===== src/rtl/ste_dec_pkg.sv =====
package ste_dec_pkg;
  localparam int CFG_W = 3;
  localparam int CODE_W = 3;
  localparam int EFF_W = 7;

  localparam logic [CFG_W-1:0] CFG_ABORT  = 3'b000;
  localparam logic [CFG_W-1:0] CFG_BYPASS = 3'b100;
  localparam logic [CFG_W-1:0] CFG_S1     = 3'b101;
  localparam logic [CFG_W-1:0] CFG_S2     = 3'b110;
  localparam logic [CFG_W-1:0] CFG_NEST   = 3'b111;

  localparam logic [1:0] GRAN_64K = 2'b01;
  localparam logic [1:0] CAP_S1   = 2'b00;
  localparam logic [1:0] CAP_S2   = 2'b01;
  localparam logic [1:0] CAP_NEST = 2'b10;

  typedef struct packed {
    logic             abort;
    logic             bypass;
    logic             s1_en;
    logic             s2_en;
    logic [EFF_W-1:0] eff_ps;
    logic             t0sz_ok;
    logic             bad;
  } ste_res_t;

  function automatic logic [EFF_W-1:0] code_to_bits(input logic [CODE_W-1:0] c);
    logic [EFF_W-1:0] b;
    case (c)
      3'd0:    b = 7'd32;
      3'd1:    b = 7'd36;
      3'd2:    b = 7'd40;
      3'd3:    b = 7'd42;
      3'd4:    b = 7'd44;
      3'd5:    b = 7'd48;
      default: b = 7'd52;
    endcase
    return b;
  endfunction
endpackage


===== src/rtl/ste_cfg_class.sv =====
module ste_cfg_class
  import ste_dec_pkg::*;
(
  input  logic             ent_valid,
  input  logic [CFG_W-1:0] ent_cfg,
  output logic             is_abort,
  output logic             is_bypass,
  output logic             s1_on,
  output logic             s2_on,
  output logic             cfg_bad
);
  always_comb begin
    is_abort  = 1'b0;
    is_bypass = 1'b0;
    s1_on     = 1'b0;
    s2_on     = 1'b0;
    cfg_bad   = 1'b0;
    if (!ent_valid) begin
      cfg_bad = 1'b1;
    end else if (ent_cfg == CFG_ABORT) begin
      is_abort = 1'b1;
    end else if (ent_cfg == CFG_BYPASS) begin
      is_bypass = 1'b1;
    end else if (ent_cfg[2]) begin
      s1_on = ent_cfg[0];
      s2_on = ent_cfg[1];
    end else begin
      cfg_bad = 1'b1;
    end
  end
endmodule


===== src/rtl/ste_s2_size.sv =====
module ste_s2_size
  import ste_dec_pkg::*;
#(
  parameter int ADDR_W = 64,
  parameter int T0SZ_W = 6
) (
  input  logic [1:0]        gran,
  input  logic [CODE_W-1:0] ps_code,
  input  logic [CODE_W-1:0] impl_code,
  input  logic [T0SZ_W-1:0] t0sz,
  input  logic [ADDR_W-1:0] base,
  output logic [EFF_W-1:0]  eff_ps,
  output logic              t0sz_ok,
  output logic              base_oob
);
  localparam logic [EFF_W-1:0] CAP_SMALL_GRAN = 7'd48;
  localparam logic [EFF_W-1:0] T0SZ_FLOOR     = 7'd16;
  localparam logic [EFF_W-1:0] VA_TOP         = 7'd64;

  logic [CODE_W-1:0] min_code;
  logic [EFF_W-1:0]  raw_bits;
  logic              big_gran;
  logic [EFF_W-1:0]  lim;
  logic [EFF_W-1:0]  floor_v;
  logic [ADDR_W-1:0] hi_mask;

  assign big_gran = (gran == GRAN_64K);
  assign min_code = (ps_code < impl_code) ? ps_code : impl_code;
  assign raw_bits = code_to_bits(min_code);

  always_comb begin
    eff_ps = raw_bits;
    if (!big_gran && (raw_bits > CAP_SMALL_GRAN)) eff_ps = CAP_SMALL_GRAN;
  end

  assign lim     = VA_TOP - eff_ps;
  assign floor_v = (!big_gran && (lim < T0SZ_FLOOR)) ? T0SZ_FLOOR : lim;
  assign t0sz_ok = ({{(EFF_W-T0SZ_W){1'b0}}, t0sz} >= floor_v);

  assign hi_mask  = ~((ADDR_W'(1) << eff_ps) - ADDR_W'(1));
  assign base_oob = |(base & hi_mask);
endmodule


===== src/rtl/ste_cap_ident.sv =====
module ste_cap_ident
  import ste_dec_pkg::*;
(
  input  logic [1:0] cap_sel,
  output logic       id_s1,
  output logic       id_s2
);
  always_comb begin
    case (cap_sel)
      CAP_S2:   begin id_s1 = 1'b0; id_s2 = 1'b1; end
      CAP_NEST: begin id_s1 = 1'b1; id_s2 = 1'b1; end
      default:  begin id_s1 = 1'b1; id_s2 = 1'b0; end
    endcase
  end
endmodule


===== src/rtl/ste_cfg_decoder.sv =====
module ste_cfg_decoder
  import ste_dec_pkg::*;
#(
  parameter int ADDR_W = 64,
  parameter int T0SZ_W = 6
) (
  input  logic              clk,
  input  logic              rst_n,
  input  logic [1:0]        cap_sel,
  output logic              cap_s1,
  output logic              cap_s2,
  input  logic              req_valid,
  output logic              req_ready,
  input  logic              ent_valid,
  input  logic [2:0]        ent_cfg,
  input  logic [1:0]        s2_gran,
  input  logic [2:0]        s2_ps,
  input  logic [T0SZ_W-1:0] s2_t0sz,
  input  logic [ADDR_W-1:0] s2_base,
  input  logic [2:0]        impl_oas,
  output logic              rsp_valid,
  input  logic              rsp_ready,
  output logic              rsp_abort,
  output logic              rsp_bypass,
  output logic              rsp_s1,
  output logic              rsp_s2,
  output logic [6:0]        rsp_eff_ps,
  output logic              rsp_t0sz_ok,
  output logic              rsp_bad
);
  logic             c_abort, c_bypass, c_s1, c_s2, c_bad;
  logic [EFF_W-1:0] z_eff;
  logic             z_t0ok, z_oob;
  ste_res_t         res_d, res_q;
  logic             take;

  ste_cap_ident u_cap (
    .cap_sel(cap_sel), .id_s1(cap_s1), .id_s2(cap_s2)
  );

  ste_cfg_class u_cls (
    .ent_valid(ent_valid), .ent_cfg(ent_cfg),
    .is_abort(c_abort), .is_bypass(c_bypass),
    .s1_on(c_s1), .s2_on(c_s2), .cfg_bad(c_bad)
  );

  ste_s2_size #(.ADDR_W(ADDR_W), .T0SZ_W(T0SZ_W)) u_size (
    .gran(s2_gran), .ps_code(s2_ps), .impl_code(impl_oas),
    .t0sz(s2_t0sz), .base(s2_base),
    .eff_ps(z_eff), .t0sz_ok(z_t0ok), .base_oob(z_oob)
  );

  always_comb begin
    res_d.abort   = c_abort;
    res_d.bypass  = c_bypass;
    res_d.s1_en   = c_s1;
    res_d.s2_en   = c_s2;
    res_d.eff_ps  = c_s2 ? z_eff : '0;
    res_d.t0sz_ok = c_s2 & z_t0ok;
    res_d.bad     = c_bad | (c_s2 & z_oob);
  end

  assign req_ready = !rsp_valid || rsp_ready;
  assign take      = req_valid && req_ready;

  always_ff @(posedge clk) begin
    if (!rst_n) begin
      rsp_valid <= 1'b0;
      res_q     <= '0;
    end else begin
      if (take) begin
        rsp_valid <= 1'b1;
        res_q     <= res_d;
      end else if (rsp_ready) begin
        rsp_valid <= 1'b0;
      end
    end
  end

  assign rsp_abort   = res_q.abort;
  assign rsp_bypass  = res_q.bypass;
  assign rsp_s1      = res_q.s1_en;
  assign rsp_s2      = res_q.s2_en;
  assign rsp_eff_ps  = res_q.eff_ps;
  assign rsp_t0sz_ok = res_q.t0sz_ok;
  assign rsp_bad     = res_q.bad;

  assert_hold_R1: assert property (@(posedge clk) disable iff (!rst_n)
    (rsp_valid && !rsp_ready) |=> (rsp_valid && $stable(res_q)));

  assert_invalid_bad_R2: assert property (@(posedge clk) disable iff (!rst_n)
    (take && !ent_valid) |=> (rsp_bad && !rsp_s1 && !rsp_s2 && !rsp_abort));

  assert_abort_only_R3: assert property (@(posedge clk) disable iff (!rst_n)
    (rsp_valid && rsp_abort) |-> (!rsp_bypass && !rsp_s1 && !rsp_s2 && !rsp_bad));

  assert_cap48_R9: assert property (@(posedge clk) disable iff (!rst_n)
    (take && s2_gran != GRAN_64K) |=> (rsp_eff_ps <= 7'd48));

  assert_top_bit_bad_R11: assert property (@(posedge clk) disable iff (!rst_n)
    (take && ent_valid && ent_cfg == CFG_S2 && s2_base[ADDR_W-1]) |=> rsp_bad);
endmodule


===== config.mk =====
export PLATFORM = sky130hd
export DESIGN_NAME = ste_cfg_decoder
export DESIGN_NICKNAME = d
export VERILOG_FILES = /design/src/rtl/ste_dec_pkg.sv /design/src/rtl/ste_cfg_class.sv /design/src/rtl/ste_s2_size.sv /design/src/rtl/ste_cap_ident.sv /design/src/rtl/ste_cfg_decoder.sv
export SDC_FILE = /design/constraint.sdc
export NUM_CORES = 1
export LEC_CHECK = 0
export BUFFER_PORTS_ARGS = -buffer_cell sky130_fd_sc_hd__buf_2
export CAP_MARGIN = 20
export CORE_ASPECT_RATIO = 2
export CORE_MARGIN = 5
export CORE_UTILIZATION = 35
export DETAILED_ROUTE_END_ITERATION = 8
export GPL_TIMING_DRIVEN = 0
export PLACE_DENSITY = 0.71
export SLEW_MARGIN = 5
export SYNTH_ARGS = -nofsm -noshare
export SYNTH_HDL_FRONTEND = slang
export SYNTH_SLANG_ARGS = --single-unit

===== constraint.sdc =====
create_clock -name clk -period 11.3 [get_ports clk]
set_input_delay 0.565 -clock clk [delete_from_list [all_inputs] [get_ports clk]]
set_output_delay 0.565 -clock clk [all_outputs]
set_load 0.02 [all_outputs]

==> impl.org, run 1 <==
** STA
- Hold Slack :: 0.466 ns
- The max-slew violation count was 0.
- Number of failing setup endpoints in the final timing report :: 0
- Total negative setup slack :: 0 ns
- The clock arrives with about 0.0032 ns of skew.
- Based on the critical path, the design can be clocked at up to 209 MHz.
- Time the worst path needs with I/O delays and setup :: 4.78 ns
- Final hold viol count :: 0
- Post-route fraction of the period consumed by the critical path :: 0.423
- Least setup slack across all paths after layout :: 6.52 ns
- Setup repair after global routing missed its margin :: no
- Headroom to the max-slew limit :: 0.537
- For the pin with the worst max-slew slack, the measured transition is 0.689 ns.

** Synthesis
- In this run, synthesis inferred 0 flip-flops with an integrated enable.
- Synth unique cells :: 54
- Of the synthesized area, sequential elements account for 0.156.
- Mean cell area of the mapped netlist :: 7.74 um2
- Synthesis produced 182 cells.
- Yosys Warn Count :: 0
- Dominant synthesized flop cell :: sky130_fd_sc_hd__dfxtp_1
- Post-synthesis instance area :: 1410 um2
- For this run, asynchronously set or reset flops after synthesis account for 0.
- Register bit total from synthesis :: 11

** Worst setup path
- STA classifies the critical path startpoint as an input port.
- CP Data Arrival Time :: 4.89 ns
- Worst Setup Path Type :: in2reg
- Of all nets on the critical path, the largest fanout is 8.
- The cell that appears most often on the critical path is sky130_fd_sc_hd__ha_1.
- At the worst endpoint, the required time is 11.41 ns.
- Largest stage delay on the critical path :: between 0.4 and 0.5 ns
- Slack of the worst reg-to-reg path :: 9.59 ns
- The worst register-to-register path begins at rsp_valid.
- Measured in cells, the most critical reg-to-reg path has a length of 8.
- Traced cell by cell, the critical path runs through buf_2 -> ha_1 -> a21o_1 -> a31oi_2 -> mux2i_1 -> o21ai_0 -> a31oi_1 -> inv_1 -> ha_1 -> ha_1 -> nand2_1 -> ha_1 -> o21ai_0 -> nor4_1 -> o211ai_1 -> nor4b_1 -> and3_4 -> a31oi_2.
- Critical-path cell with the highest stage delay :: sky130_fd_sc_hd__a31oi_1
- Critical Path Sink Type :: register
- The endpoint identified for the worst register-to-register timing path is rsp_bad.

** Power and ir drop
- Internal power :: 0.105 mW
- Across the VDD grid, the largest voltage drop is 0.0497 mV.
- Sw frac :: 0.378
- Fraction of power consumed by the clock network :: 0.233
- For this design the total switching power over the nets is 0.0639 mW.
- Comb pwr share :: 0.528
- PnR Total Power :: about 0.17 mW
- The analysis attributes to cell leakage a power of around 0.93 nW.
- The share of total power dissipated in sequential elements is 0.239.
- Power density over the cells :: 90.2 nW/um2

** Detailed routing
- TritonRoute pass-1 iters :: 4
- In this run the remaining antenna-violating nets after routing total 0.
- M1 wire length :: 1400 um
- Top routing layer in use :: met4
- Summing over every cut layer, the via total after detailed routing is 1610.
- Vias per std cell :: between 5 and 6
- Total DRC errors in the routed layout :: 0
- Average wire per cell in the routed design :: 12.7 um
- Detailed-routed wire length on met3 :: 350 um
- 1st-iter DRT viols :: 27
- Drt total wl :: 3900 um
- The routed design uses 2100 um of met2 wire.

** Floorplanning
- From bottom edge to top edge, the die measures 99.7 um.
- Die extent in x :: ~55 um
- After floorplanning, the core was sized to cover ~3900 um2.
- I/O pins :: 105
- Initial core utilization :: 0.363
- Floorplan die area :: 5470 um2
- In this run the core area contains 32 standard-cell rows.

** CTS
- The longest clock path from root to sink contains 2 buffers.
- Clock-pin slew reported for the worst setup and hold paths after clock tree synthesis :: 0.05 ns
- Count of buffers added by post-CTS timing repair for setup :: 0
- For this design, the CTS-stage hold fixing added 0 buffers.
- The clock reaches the later pin of the worst-skew pair after 0.24 ns.
- Clk Tree Root Cell :: sky130_fd_sc_hd__clkbuf_8
- The clock net in this run drives a total of 11 sinks.
- In this run the number of H-tree levels came out at 1.
- TritonCTS built the clock tree.
- Clock buffer count from CTS :: 3
- Gates resized during post-CTS repair numbered 0.

** Final layout
- Number of fill cells in the layout :: 416
- Final Core Density :: 0.482
- Leaving out fill and tap cells, the most frequent cell in the layout is sky130_fd_sc_hd__buf_2.
- Total number of nets in the final design :: 362
- Ant diodes :: 0
- Ratio of cells with drive above 1 in the final layout :: 0.370
- Top library cells by usage in the layout, fill and taps aside :: sky130_fd_sc_hd__buf_2, sky130_fd_sc_hd__nand2_1, sky130_fd_sc_hd__ha_1, sky130_fd_sc_hd__inv_1
- Layout overhead on the synthesized area :: 32.9%

** Hold path
- Hold EP :: rsp_t0sz_ok
- Along the worst hold path, the cell count comes to 2.
- Tightest Hold Check Type :: reg2reg
- Hold Crit Start :: rsp_t0sz_ok

** Placement
- At the placement stage, the worst setup path has a slack of about 6.3 ns.
- RePlAce Congestion :: 0.857
- Once detailed placement completed, the half-perimeter wirelength came to about 3400 um.
- IO buf count :: 70

** Global route
- The number of antenna violations at the first check in global routing came to 0.
- Wire length of the first global-routing pass :: roughly 6500 um
- Number of global-route vias before repair :: 1541
- Maximum number of pins on one net before global-route repair :: 11
- For this run, the total global-route usage over all layers was measured as 0.149.
- Overflow left after global routing :: 0

** Outcome
- Status :: complete, no violations

** Job
- The tool flagged a number of max-cap violations equal to 0.
## power groups by stage
stage               combinational [mW]  clock, mW  sequential [mW]
floorplan                       0.0623          0           0.0425
global placement                0.0877          0           0.0411
detailed placement              0.0892          0           0.0412
CTS                             0.0895     0.0403           0.0403
global route                     0.101     0.0418           0.0405
finish                          0.0892     0.0393           0.0403
## registers in the layout, summed over array words and instances (netlist names)
name,count
rsp_bad,1
rsp_bypass,1
rsp_valid,1
rsp_eff_ps,5
rsp_t0sz_ok,1
rsp_s1,1
rsp_abort,1
## critical path: cells and delay by family
family | cells | cell delay [ns]
fa+ha+maj | 4 | 1.21
buf+inv | 2 | 0.25
simple gates | 4 | 0.93
mux | 1 | 0.37
compound gates | 7 | 1.56
## per-layer routing
layer,up-vias,track usage
li1,814,-
met2,62,0.273
met1,728,0.166
met5,-,0
met4,0,0.0499
met3,6,0.0150
## kinds of logic (layout without fill, tap and decap cells)
| logic type | Yosys count | count (layout) | synth area share |
|---|---|---|---|
| AO/OA/AOI/OAI | 61 | 61 | 0.317 |
| XOR/XNOR | 2 | 2 | 0.0124 |
| adder cells (fa/ha/maj) | 16 | 16 | 0.142 |
| buffers and inverters | 23 | 97 | 0.0959 |
| flip-flops | 11 | 11 | 0.156 |
| multiplexers | 4 | 4 | 0.0329 |
| other | 1 | 2 | 0.00266 |
| AND/OR/NAND/NOR | 64 | 64 | 0.241 |
## layout make-up
class	count	area, um2	area share
well taps	51	63.8	0.0341
clock inverters	1	5.00	0.00267
plain buffers	9	82.6	0.0441
flip-flops and latches	11	220	0.118
clock buffers	3	41.3	0.0220
repair buffers	70	350	0.187
inverters	14	52.6	0.0281
multi-input cells	149	1060	0.564
## cells in the mapped netlist (2+ instances only)
master,instances,share of area
sky130_fd_sc_hd__o21ai_0,9,0.032
sky130_fd_sc_hd__nand3_1,5,0.018
sky130_fd_sc_hd__o221a_1,2,0.016
sky130_fd_sc_hd__nor4_1,4,0.018
sky130_fd_sc_hd__inv_1,14,0.037
sky130_fd_sc_hd__a21oi_1,12,0.043
sky130_fd_sc_hd__dfxtp_1,11,0.16
sky130_fd_sc_hd__a31oi_1,2,0.0089
sky130_fd_sc_hd__a31oi_2,2,0.018
sky130_fd_sc_hd__o22ai_1,3,0.013
sky130_fd_sc_hd__o21a_1,2,0.011
sky130_fd_sc_hd__nand2b_1,2,0.0089
sky130_fd_sc_hd__a22oi_1,5,0.027
sky130_fd_sc_hd__nand2_1,16,0.043
sky130_fd_sc_hd__nor2_1,10,0.027
sky130_fd_sc_hd__nor3_1,5,0.018
sky130_fd_sc_hd__o21bai_1,2,0.011
sky130_fd_sc_hd__buf_4,3,0.016
sky130_fd_sc_hd__ha_1,16,0.14
sky130_fd_sc_hd__clkbuf_8,3,0.029
sky130_fd_sc_hd__mux2i_1,2,0.014
sky130_fd_sc_hd__clkbuf_1,2,0.0053
sky130_fd_sc_hd__nor2b_1,12,0.053
sky130_fd_sc_hd__a221oi_1,2,0.012
sky130_fd_sc_hd__o31ai_1,3,0.016
sky130_fd_sc_hd__a21boi_0,2,0.011
sky130_fd_sc_hd__or4_2,2,0.012
sky130_fd_sc_hd__a21o_1,3,0.016
## how the worst max path moves through the flow
stage	startpoint	endpoint	slack [ns]	cells past startpoint
3_5_place_dp	s2_ps[2]	rsp_bad	6.34	18
3_3_place_gp	s2_ps[2]	rsp_bad	6.37	18
6_report	s2_ps[2]	rsp_bad	6.52	18
4_1_cts	s2_ps[2]	rsp_bad	6.56	18
5_1_grt	impl_oas[2]	rsp_bad	6.19	19
2_1_floorplan	impl_oas[2]	rsp_t0sz_ok	6.97	18
## through the flow
stage	cell area (um2)	instances
floorplan	1410	183
global placement	1830	304
detailed placement	1830	304
CTS	1870	308
global route	1870	308
finish	1870	308
No activity file was read; power rests on OpenSTA's default activity.
==> run 2: changes to the inputs <==
Settings changed: PLACE_DENSITY 0.71 to 0.74.
Clock period 11.3 ns to 4.3 ns, I/O delays scaled along.
==> run 2 against run 1 <==
  * Combinational power rose to 2.7 times the previous value
  * First-iteration DRC count rose by 120%
  * Worst hold slack got worse by 0.23 ns
  * Global-route usage fell by 0.96 points
  * Critical path depth did not move
  * Non-clock buffer count rose by 1
  * Register-to-register slack got worse by 7.0 ns
  * Die area did not move
  * Clock skew fell by 0.0012 ns
  * Sequential share of layout area fell by 0.20 points
  * Clock power rose to 2.6 times the previous value
  * Utilization rose by 0.84 points
==> impl.org, run 2 (synthesis results as in run 1) <==
** STA
- Hold Slack :: 0.240 ns (was 0.466 ns)
- Final hold viol count :: 0 (unchanged)
- Least setup slack across all paths after layout :: 0.301 ns (was 6.52 ns)
- The worst relative slew slack was 0.569 (was 0.537).
- Post-route fraction of the period consumed by the critical path :: 0.930
- Number of pins with negative max-slew slack in the final report :: 0 (unchanged)
- The setup TNS was 0 ns (unchanged).
- Number of failing setup endpoints in the final timing report :: 0 (unchanged)
- The setup skew after layout came to 0.00203 ns (was 0.00319 ns).
- Subtracting the final worst setup slack from the clock period gives 4.00 ns.
- Transition time at the pin with the least slew margin :: 0.629 ns (was 0.689 ns)
- Static timing analysis puts the maximum clock frequency at 250 MHz.

** CTS
- The CTS buffer count was 3 (unchanged).
- TritonCTS clock tree :: built (unchanged)
- Clk buf depth :: 2 (unchanged)
- Number of clock sinks :: 11 (unchanged)
- The buffer type at the clock tree root is sky130_fd_sc_hd__clkbuf_8 (unchanged).
- The clock-pin transition on the worst setup and hold timing paths was 0.05 ns (about the same).
- The clock latency of the later-clocked register in the worst-skew pair is 0.24 ns (about the same).
- The maximum level of the CTS H-tree was 1 (unchanged).

** Detailed routing
- 1st-iter DRT viols :: 59 (was 27)
- Vias per std cell :: 5.18 (was 5.23)
- The via count of the routed design is 1602 (was 1610).
- The iteration count of the initial detailed-routing pass came to 4 (unchanged).
- The aggregate routed wire length was 3930 um (was 3900 um).
- The post-route DRC violation count is 0 (unchanged).
- Average wire per cell in the routed design :: 12.7 um (about the same)
- The post-route antenna net violation count came to 0 (unchanged).

** Global route
- Maximum number of pins on one net before global-route repair :: 11 (unchanged)
- The combined global-route utilization of all metal layers was 0.139 (was 0.149).
- Number of global-route vias before repair :: 1424 (was 1541)
- Initial antenna violation count :: 0 (unchanged)
- Wire length of the first global-routing pass :: 5880 um (was 6460 um)
- The total congestion overflow after global routing is 0 (unchanged).

** Hold path
- The type of the worst min-delay path is in2reg (was reg2reg).
- The number of cells traversed by the worst hold path came to 3 (was 2).
- The worst-case hold path end point was rsp_valid (was rsp_t0sz_ok).
- The startpoint of the lowest-slack hold path is req_valid (was rsp_t0sz_ok).

** Power and ir drop
- Power density over the cells :: 236 nW/um2 (was 90.2 nW/um2)
- Internal power :: 0.280 mW (was 0.105 mW)
- The sequential power share was 0.236 (was 0.239).
- Worst IR Drop VDD :: 0.126 mV (was 0.0497 mV)
- The share of total power in combinational logic came to 0.537 (was 0.528).
- The total net switching power is 0.170 mW (was 0.0639 mW).
- The reported leakage power is 0.934 nW (was 0.929 nW).
- Sw frac :: 0.377 (was 0.378)
- The part of the power in the clock network was 0.227 (was 0.233).

** Final layout
- Most common library cell in the layout ignoring fill and taps :: sky130_fd_sc_hd__buf_2 (unchanged)
- Ant diodes :: 0 (unchanged)
- Flip-flop count of the largest register, all copies and words added :: 5 (unchanged)
- Area of combinational cells with multiple inputs :: 1080 um2 (was 1060 um2)
- Top library cells by usage in the layout, fill and taps aside :: sky130_fd_sc_hd__buf_2, sky130_fd_sc_hd__nand2_1, sky130_fd_sc_hd__ha_1, sky130_fd_sc_hd__inv_1 (unchanged)
- The top register by number of flip-flops is rsp_eff_ps (unchanged).
- The number of fill cells is 424 (was 416).
- Footprint of the flip-flops and latches :: 220 um2 (unchanged)
- The final cell count without fillers was 309 (was 308).
- Layout overhead on the synthesized area :: 35.3% (was 32.9%)
- The final instance area was 1910 um2 (was 1870 um2).
- The layout cell share with drive strength beyond 1 came to 0.384 (was 0.370).
- The final-stage net count is 363 (was 362).

** Worst setup path
- The reg2reg setup slack came to 2.60 ns (was 9.59 ns).
- The count of cells along the worst register-to-register path is 8 (unchanged).
- Critical path data required time :: 4.41 ns (was 11.41 ns)
- The startpoint of the worst-slack reg-to-reg timing path is rsp_valid (unchanged).
- CP Data Arrival Time :: 4.10 ns (was 4.89 ns)
- Endpoint of the worst-slack reg-to-reg timing path :: rsp_bad (unchanged)
- Critical Path Sink Type :: register (unchanged)
- Critical Path Source Type :: input port (unchanged)
- Worst Setup Path Type :: in2reg (unchanged)
- CP max FO :: 8 (unchanged)

** Job
- The max-capacitance violation count is 0 (unchanged).

** Placement
- IO buf count :: 70 (unchanged)
- Number of cells in the design after placement :: 304 (unchanged)
- The post-place setup slack is -0.297 ns (was 6.34 ns).
- RePlAce Congestion :: 0.861 (was 0.857)
- The placed instance area was 1830 um2 (unchanged).
- The final HPWL from detailed placement came to 3350 um (was 3390 um).

** Floorplanning
- Floorplan die area :: 5470 um2 (unchanged)
- The placement row count is 32 (unchanged).
- The placeable core area was 3880 um2 (unchanged).
- The starting density of the core is 0.363 (unchanged).
- The horizontal die dimension is 54.9 um (unchanged).
- The number of I/O pins came to 105 (unchanged).
- Die outline height :: 99.7 um (unchanged)

** Outcome
- Status :: complete, no violations (unchanged)
## run 2: cell types whose count changed in the layout (fill, tap and decap cells not counted)
cell                      delta
sky130_fd_sc_hd__nor4_1      -1
sky130_fd_sc_hd__o21ai_0     -1
sky130_fd_sc_hd__mux2i_1     -1
sky130_fd_sc_hd__o21ai_1     +1
sky130_fd_sc_hd__a31oi_1     -1
sky130_fd_sc_hd__nor4_2      +1
sky130_fd_sc_hd__mux2i_2     +1
sky130_fd_sc_hd__buf_4       +1
sky130_fd_sc_hd__a31oi_4     +1
## run 2: power by group through the flow
stage | sequential [mW] | combinational [mW] | clock, mW
final | 0.106 | 0.241 | 0.102
after CTS | 0.106 | 0.236 | 0.105
after floorplan | 0.112 | 0.164 | 0
after detailed placement | 0.108 | 0.234 | 0
after global placement | 0.108 | 0.230 | 0
after global routing | 0.106 | 0.269 | 0.110
## run 2: how the worst max path moves through the flow
stage,startpoint,to,slack [ns],cells past startpoint
floorplan,impl_oas[2],rsp_t0sz_ok,0.32,18
global placement,s2_ps[2],rsp_bad,-0.24,18
detailed placement,s2_ps[2],rsp_bad,-0.30,18
CTS,s2_ps[2],rsp_bad,0.03,18
global route,impl_oas[2],rsp_bad,-0.01,19
finish,s2_ps[2],rsp_bad,0.30,18
## run 2: final cells by class
class                      instances  share of cell area
buffer                             9              0.0433
clock buffer                       3              0.0217
tap                               51              0.0335
sequential                        11               0.116
timing repair buffer              71               0.188
clock inverter                     1             0.00263
inverter                          14              0.0276
multi-input combinational        149               0.568
## run 2: what timing repair did
action	CTS	global route
hold buffers	0	0
hold endpoints to repair	0	0
resized for setup	1	4
setup endpoints to repair	1	2
setup buffers	0	1
pin swaps	0	1
## run 2: worst max-delay path, cell delays in order
cell and delay, ns:
sky130_fd_sc_hd__buf_2 0.11, sky130_fd_sc_hd__ha_1 0.36, sky130_fd_sc_hd__a21o_1 0.23, sky130_fd_sc_hd__a31oi_4 0.24, sky130_fd_sc_hd__mux2i_2 0.34, sky130_fd_sc_hd__o21ai_1 0.22
sky130_fd_sc_hd__a31oi_2 0.21, sky130_fd_sc_hd__inv_1 0.08, sky130_fd_sc_hd__ha_1 0.27, sky130_fd_sc_hd__ha_1 0.30, sky130_fd_sc_hd__nand2_1 0.10, sky130_fd_sc_hd__ha_1 0.28
sky130_fd_sc_hd__o21ai_0 0.13, sky130_fd_sc_hd__nor4_1 0.24, sky130_fd_sc_hd__o211ai_1 0.15, sky130_fd_sc_hd__nor4b_1 0.34, sky130_fd_sc_hd__and3_4 0.24, sky130_fd_sc_hd__a31oi_2 0.06
## run 2: routing by layer
layer / up-vias / GRT usage / routed length, um
li1: 820 / - / -
met1: 722 / 0.143 / 1440
met2: 54 / 0.260 / 2140
met3: 6 / 0.0165 / 303
met4: 0 / 0.0595 / 48
met5: - / 0 / 0
## run 2: metrics by stage
step | power (mW) | util
floorplan | 0.275 | -
detailed placement | 0.342 | 0.470
finish | 0.450 | 0.491
global route | 0.486 | 0.491
global placement | 0.338 | 0.470
CTS | 0.446 | 0.484
==> run 3: changes to the inputs <==
Settings changed: CORE_UTILIZATION 35 to 41, PLACE_DENSITY 0.74 to 0.82.
Clock period 4.3 ns to 3.8 ns, I/O delays scaled along.
==> run 3 against run 2 <==
  * Wire length is 7.6% higher
  * Combinational power grew 30%
  * Design area rose by 5.3%
  * Clock power grew 16%
  * Sequential share of layout area fell by 0.58 points
  * Critical path type unchanged
  * Largest cell class unchanged
  * Largest power group unchanged
==> impl.org, run 3 (synthesis results as in run 1) <==
** Final layout
- Top library cells by usage in the layout, fill and taps aside: sky130_fd_sc_hd__buf_2, sky130_fd_sc_hd__nand2_1, sky130_fd_sc_hd__inv_1, sky130_fd_sc_hd__nor2b_1, sky130_fd_sc_hd__ha_1 (was sky130_fd_sc_hd__buf_2, sky130_fd_sc_hd__nand2_1, sky130_fd_sc_hd__ha_1, sky130_fd_sc_hd__inv_1).
- Footprint of the flip-flops and latches :: 220 um2 (unchanged)
- The layout cell share with drive strength beyond 1 was 0.439 (was 0.384).
- Finished Cell Area :: 2010 um2 (was 1910 um2)
- The top register by number of flip-flops is rsp_eff_ps (unchanged).
- The final-stage net count came to 367 (was 363).
- The most common library cell in the layout ignoring fill and taps is sky130_fd_sc_hd__buf_2 (unchanged).
- The post-synthesis to final-layout area growth is 42.5% (was 35.3%).
- The number of inserted diodes was 0 (unchanged).
- Flip-flop count of the largest register, all copies and words added :: 5 (unchanged)
- Number of fill cells in the layout :: 314 (was 424)
- The area of the multi-input gates came to 1180 um2 (was 1080 um2).

** Worst setup path
- The capturing point of the worst reg2reg path was rsp_bad (unchanged).
- Depth of the critical timing path with buffers and inverters included :: 18 (unchanged)
- The startpoint of the worst-slack reg-to-reg timing path is rsp_valid (unchanged).
- The data required time of the critical path was 3.91 ns (was 4.41 ns).
- The signal arrival time at the worst endpoint came to 3.76 ns (was 4.10 ns).
- The cell family contributing the most delay on the critical path was compound AO/OA/AOI/OAI gates (unchanged).
- Largest stage delay on the critical path :: 0.43 ns (was 0.36 ns)
- The kind of end point of the critical path is a register (unchanged).
- The critical path capture point is rsp_bad (unchanged).
- The launching instance or port of the critical path was impl_oas[2] (was s2_ps[2]).
- Slack of the worst reg-to-reg path :: 2.17 ns (was 2.60 ns)
- Worst-case reg-to-reg path depth :: 8 (unchanged)
- Cells along the critical path :: buf_2 -> inv_1 -> ha_2 -> a21o_1 -> a31oi_4 -> mux2i_4 -> buf_4 -> nor4_4 -> inv_2 -> ha_1 -> buf_6 -> or2_2 -> a2111oi_1 -> o21a_1 -> o22ai_1 -> nor4b_2 -> and3_4 -> a31oi_2 (was buf_2 -> ha_1 -> a21o_1 -> a31oi_4 -> mux2i_2 -> o21ai_1 -> a31oi_2 -> inv_1 -> ha_1 -> ha_1 -> nand2_1 -> ha_1 -> o21ai_0 -> nor4_1 -> o211ai_1 -> nor4b_1 -> and3_4 -> a31oi_2)
- The cell with the largest stage delay on the worst path is sky130_fd_sc_hd__a2111oi_1 (was sky130_fd_sc_hd__ha_1).
- Critical Path Source Type :: input port (unchanged)
- The path type of the worst setup path is in2reg (unchanged).
- Number of buffers and inverters on the critical path :: 5 (was 2)
- CP max FO :: 9 (was 8)

** Detailed routing
- Total vias in the final route :: 1663 (was 1602)
- The per-cell via count in the routed design is 5.66 (was 5.18).
- The aggregate routed wire length is 4230 um (was 3930 um).
- TritonRoute pass-1 iters :: 4 (unchanged)
- Number of routed nets with antenna violations :: 0 (unchanged)
- Average wire per cell in the routed design :: 14.4 um (was 12.7 um)
- 1st-iter DRT viols :: 48 (was 59)
- Total DRC errors in the routed layout :: 0 (unchanged)

** CTS
- The buffer type at the clock tree root is sky130_fd_sc_hd__clkbuf_8 (unchanged).
- The maximum number of buffers from clock root to sink is 2 (unchanged).
- The clock latency of the later-clocked register in the worst-skew pair came to 0.24 ns (about the same).
- CTS Hold Buffers Added :: 0 (unchanged)
- Maximum level of the CTS H-tree :: 1 (unchanged)
- Clock-pin slew reported for the worst setup and hold paths after clock tree synthesis :: 0.05 ns (about the same)
- The CTS tree is built (unchanged).
- Number of clock sinks :: 11 (unchanged)
- Clock buffer count from CTS :: 3 (unchanged)

** Placement
- The placed instance area is 1820 um2 (was 1830 um2).
- The final estimated routing congestion in global placement came to 0.907 (was 0.861).
- The post-place setup slack is -0.497 ns (was -0.297 ns).
- The final HPWL from detailed placement came to 3350 um (about the same).
- IO buf count :: 70 (unchanged)

** Global route
- Number of global-route vias before repair :: 1605 (was 1424)
- The wire length of the first global-routing pass was 6640 um (was 5880 um).
- Met1 track demand over resource :: 0.174 (was 0.143)
- Maximum number of pins on one net before global-route repair :: 11 (unchanged)
- The combined global-route utilization of all metal layers is 0.178 (was 0.139).
- Most heavily used metal layer in global routing :: met2 (unchanged)
- Met2 global-route usage :: 0.331 (was 0.260)
- The total congestion overflow after global routing came to 0 (unchanged).
- Met3 routing resource usage after global routing :: 0.0322 (was 0.0165)
- Initial antenna violation count :: 0 (unchanged)

** Floorplanning
- The die height is 92.9 um (was 99.7 um).
- The placeable core area is 3340 um2 (was 3880 um2).
- The die outline area is 4780 um2 (was 5470 um2).
- Std-Cell Rows :: 30 (was 32)
- The number of I/O pins came to 105 (unchanged).
- The horizontal die dimension is 51.5 um (was 54.9 um).
- The starting density of the core was 0.422 (was 0.363).

** Power and ir drop
- The part of the power in the clock network is 0.213 (was 0.227).
- The design internal power came to 0.340 mW (was 0.280 mW).
- Comb pwr share :: 0.569 (was 0.537)
- Part of the power in registers :: 0.217 (was 0.236)
- The reported leakage power was 0.956 nW (was 0.934 nW).
- Power density over the cells :: 275 nW/um2 (was 236 nW/um2)
- The total net switching power came to 0.212 mW (was 0.170 mW).
- Worst IR Drop VDD :: 0.155 mV (was 0.126 mV)
- The switching power as a share of total power is 0.384 (was 0.377).

** STA
- Headroom to the max-slew limit :: 0.632 (was 0.569)
- The worst hold slack across all endpoints was 0.213 ns (was 0.240 ns).
- The setup skew after layout was 0.00243 ns (was 0.00203 ns).
- Dividing the final minimum period by the clock period gives 0.961.
- Final hold viol count :: 0 (unchanged)
- The count of endpoints failing setup in the final report was 0 (unchanged).
- Achievable frequency :: 274 MHz
- The setup slack after layout came to 0.146 ns (was 0.301 ns).
- Transition time at the pin with the least slew margin :: 0.552 ns (was 0.629 ns)
- Number of pins with negative max-slew slack in the final report :: 0 (unchanged)
- Time the worst path needs with I/O delays and setup :: 3.65 ns
- Setup repair after global routing missed its margin :: yes

** Hold path
- The type of the worst min-delay path is in2reg (unchanged).

** Job
- The max-capacitance violation count is 0 (unchanged).

** Outcome
- Status :: complete, no violations (unchanged)
## run 3: layout make-up
class / instances / area share
clock buffer: 4 / 0.0224
sequential: 11 / 0.110
tap: 32 / 0.0200
timing repair buffer: 75 / 0.193
buffer: 9 / 0.0418
multi-input combinational: 149 / 0.587
inverter: 14 / 0.0262
## run 3: layer usage
layer,part of all wire,wire (um)
met3,0.071,301
met5,0,0
met1,0.36,1500
met4,0.022,92
met2,0.55,2330
## run 3: worst min path at each step
stage	start	end	cells past startpoint
after floorplan	req_valid	rsp_valid	2
after global placement	rsp_t0sz_ok	rsp_t0sz_ok	2
after detailed placement	rsp_t0sz_ok	rsp_t0sz_ok	2
after CTS	req_valid	rsp_valid	3
after global routing	req_valid	rsp_valid	3
final	req_valid	rsp_valid	3
## run 3: repair_timing
| item | in CTS | in global routing |
|---|---|---|
| pin swaps | 1 | 7 |
| cloned | 0 | 0 |
| buffers inserted | 3 | 2 |
| resized for setup | 5 | 19 |
| endpoints found under the setup margin | 2 | 2 |
## run 3: metrics by stage
step	setup TNS (ns)	total power, mW	instances	utilization
2_1_floorplan	0	0.316	183	-
6_report	0	0.552	294	0.601
3_3_place_gp	-0.780	0.385	285	0.545
3_5_place_dp	-0.896	0.393	285	0.545
5_1_grt	-0.0301	0.595	294	0.601
4_1_cts	0	0.524	292	0.574
## run 3: worst min-delay path: cells and delay by family
family                 cells  cell delay [ns]
buffers and inverters      2             0.15
AOI/OAI and AO/OA          1             0.06
## run 3: power groups by stage
stage,Clock [mW],Sequential [mW],Combinational [mW]
6_report,0.118,0.120,0.314
3_3_place_gp,0,0.122,0.263
5_1_grt,0.128,0.120,0.347
2_1_floorplan,0,0.126,0.190
3_5_place_dp,0,0.122,0.270
4_1_cts,0.122,0.120,0.282
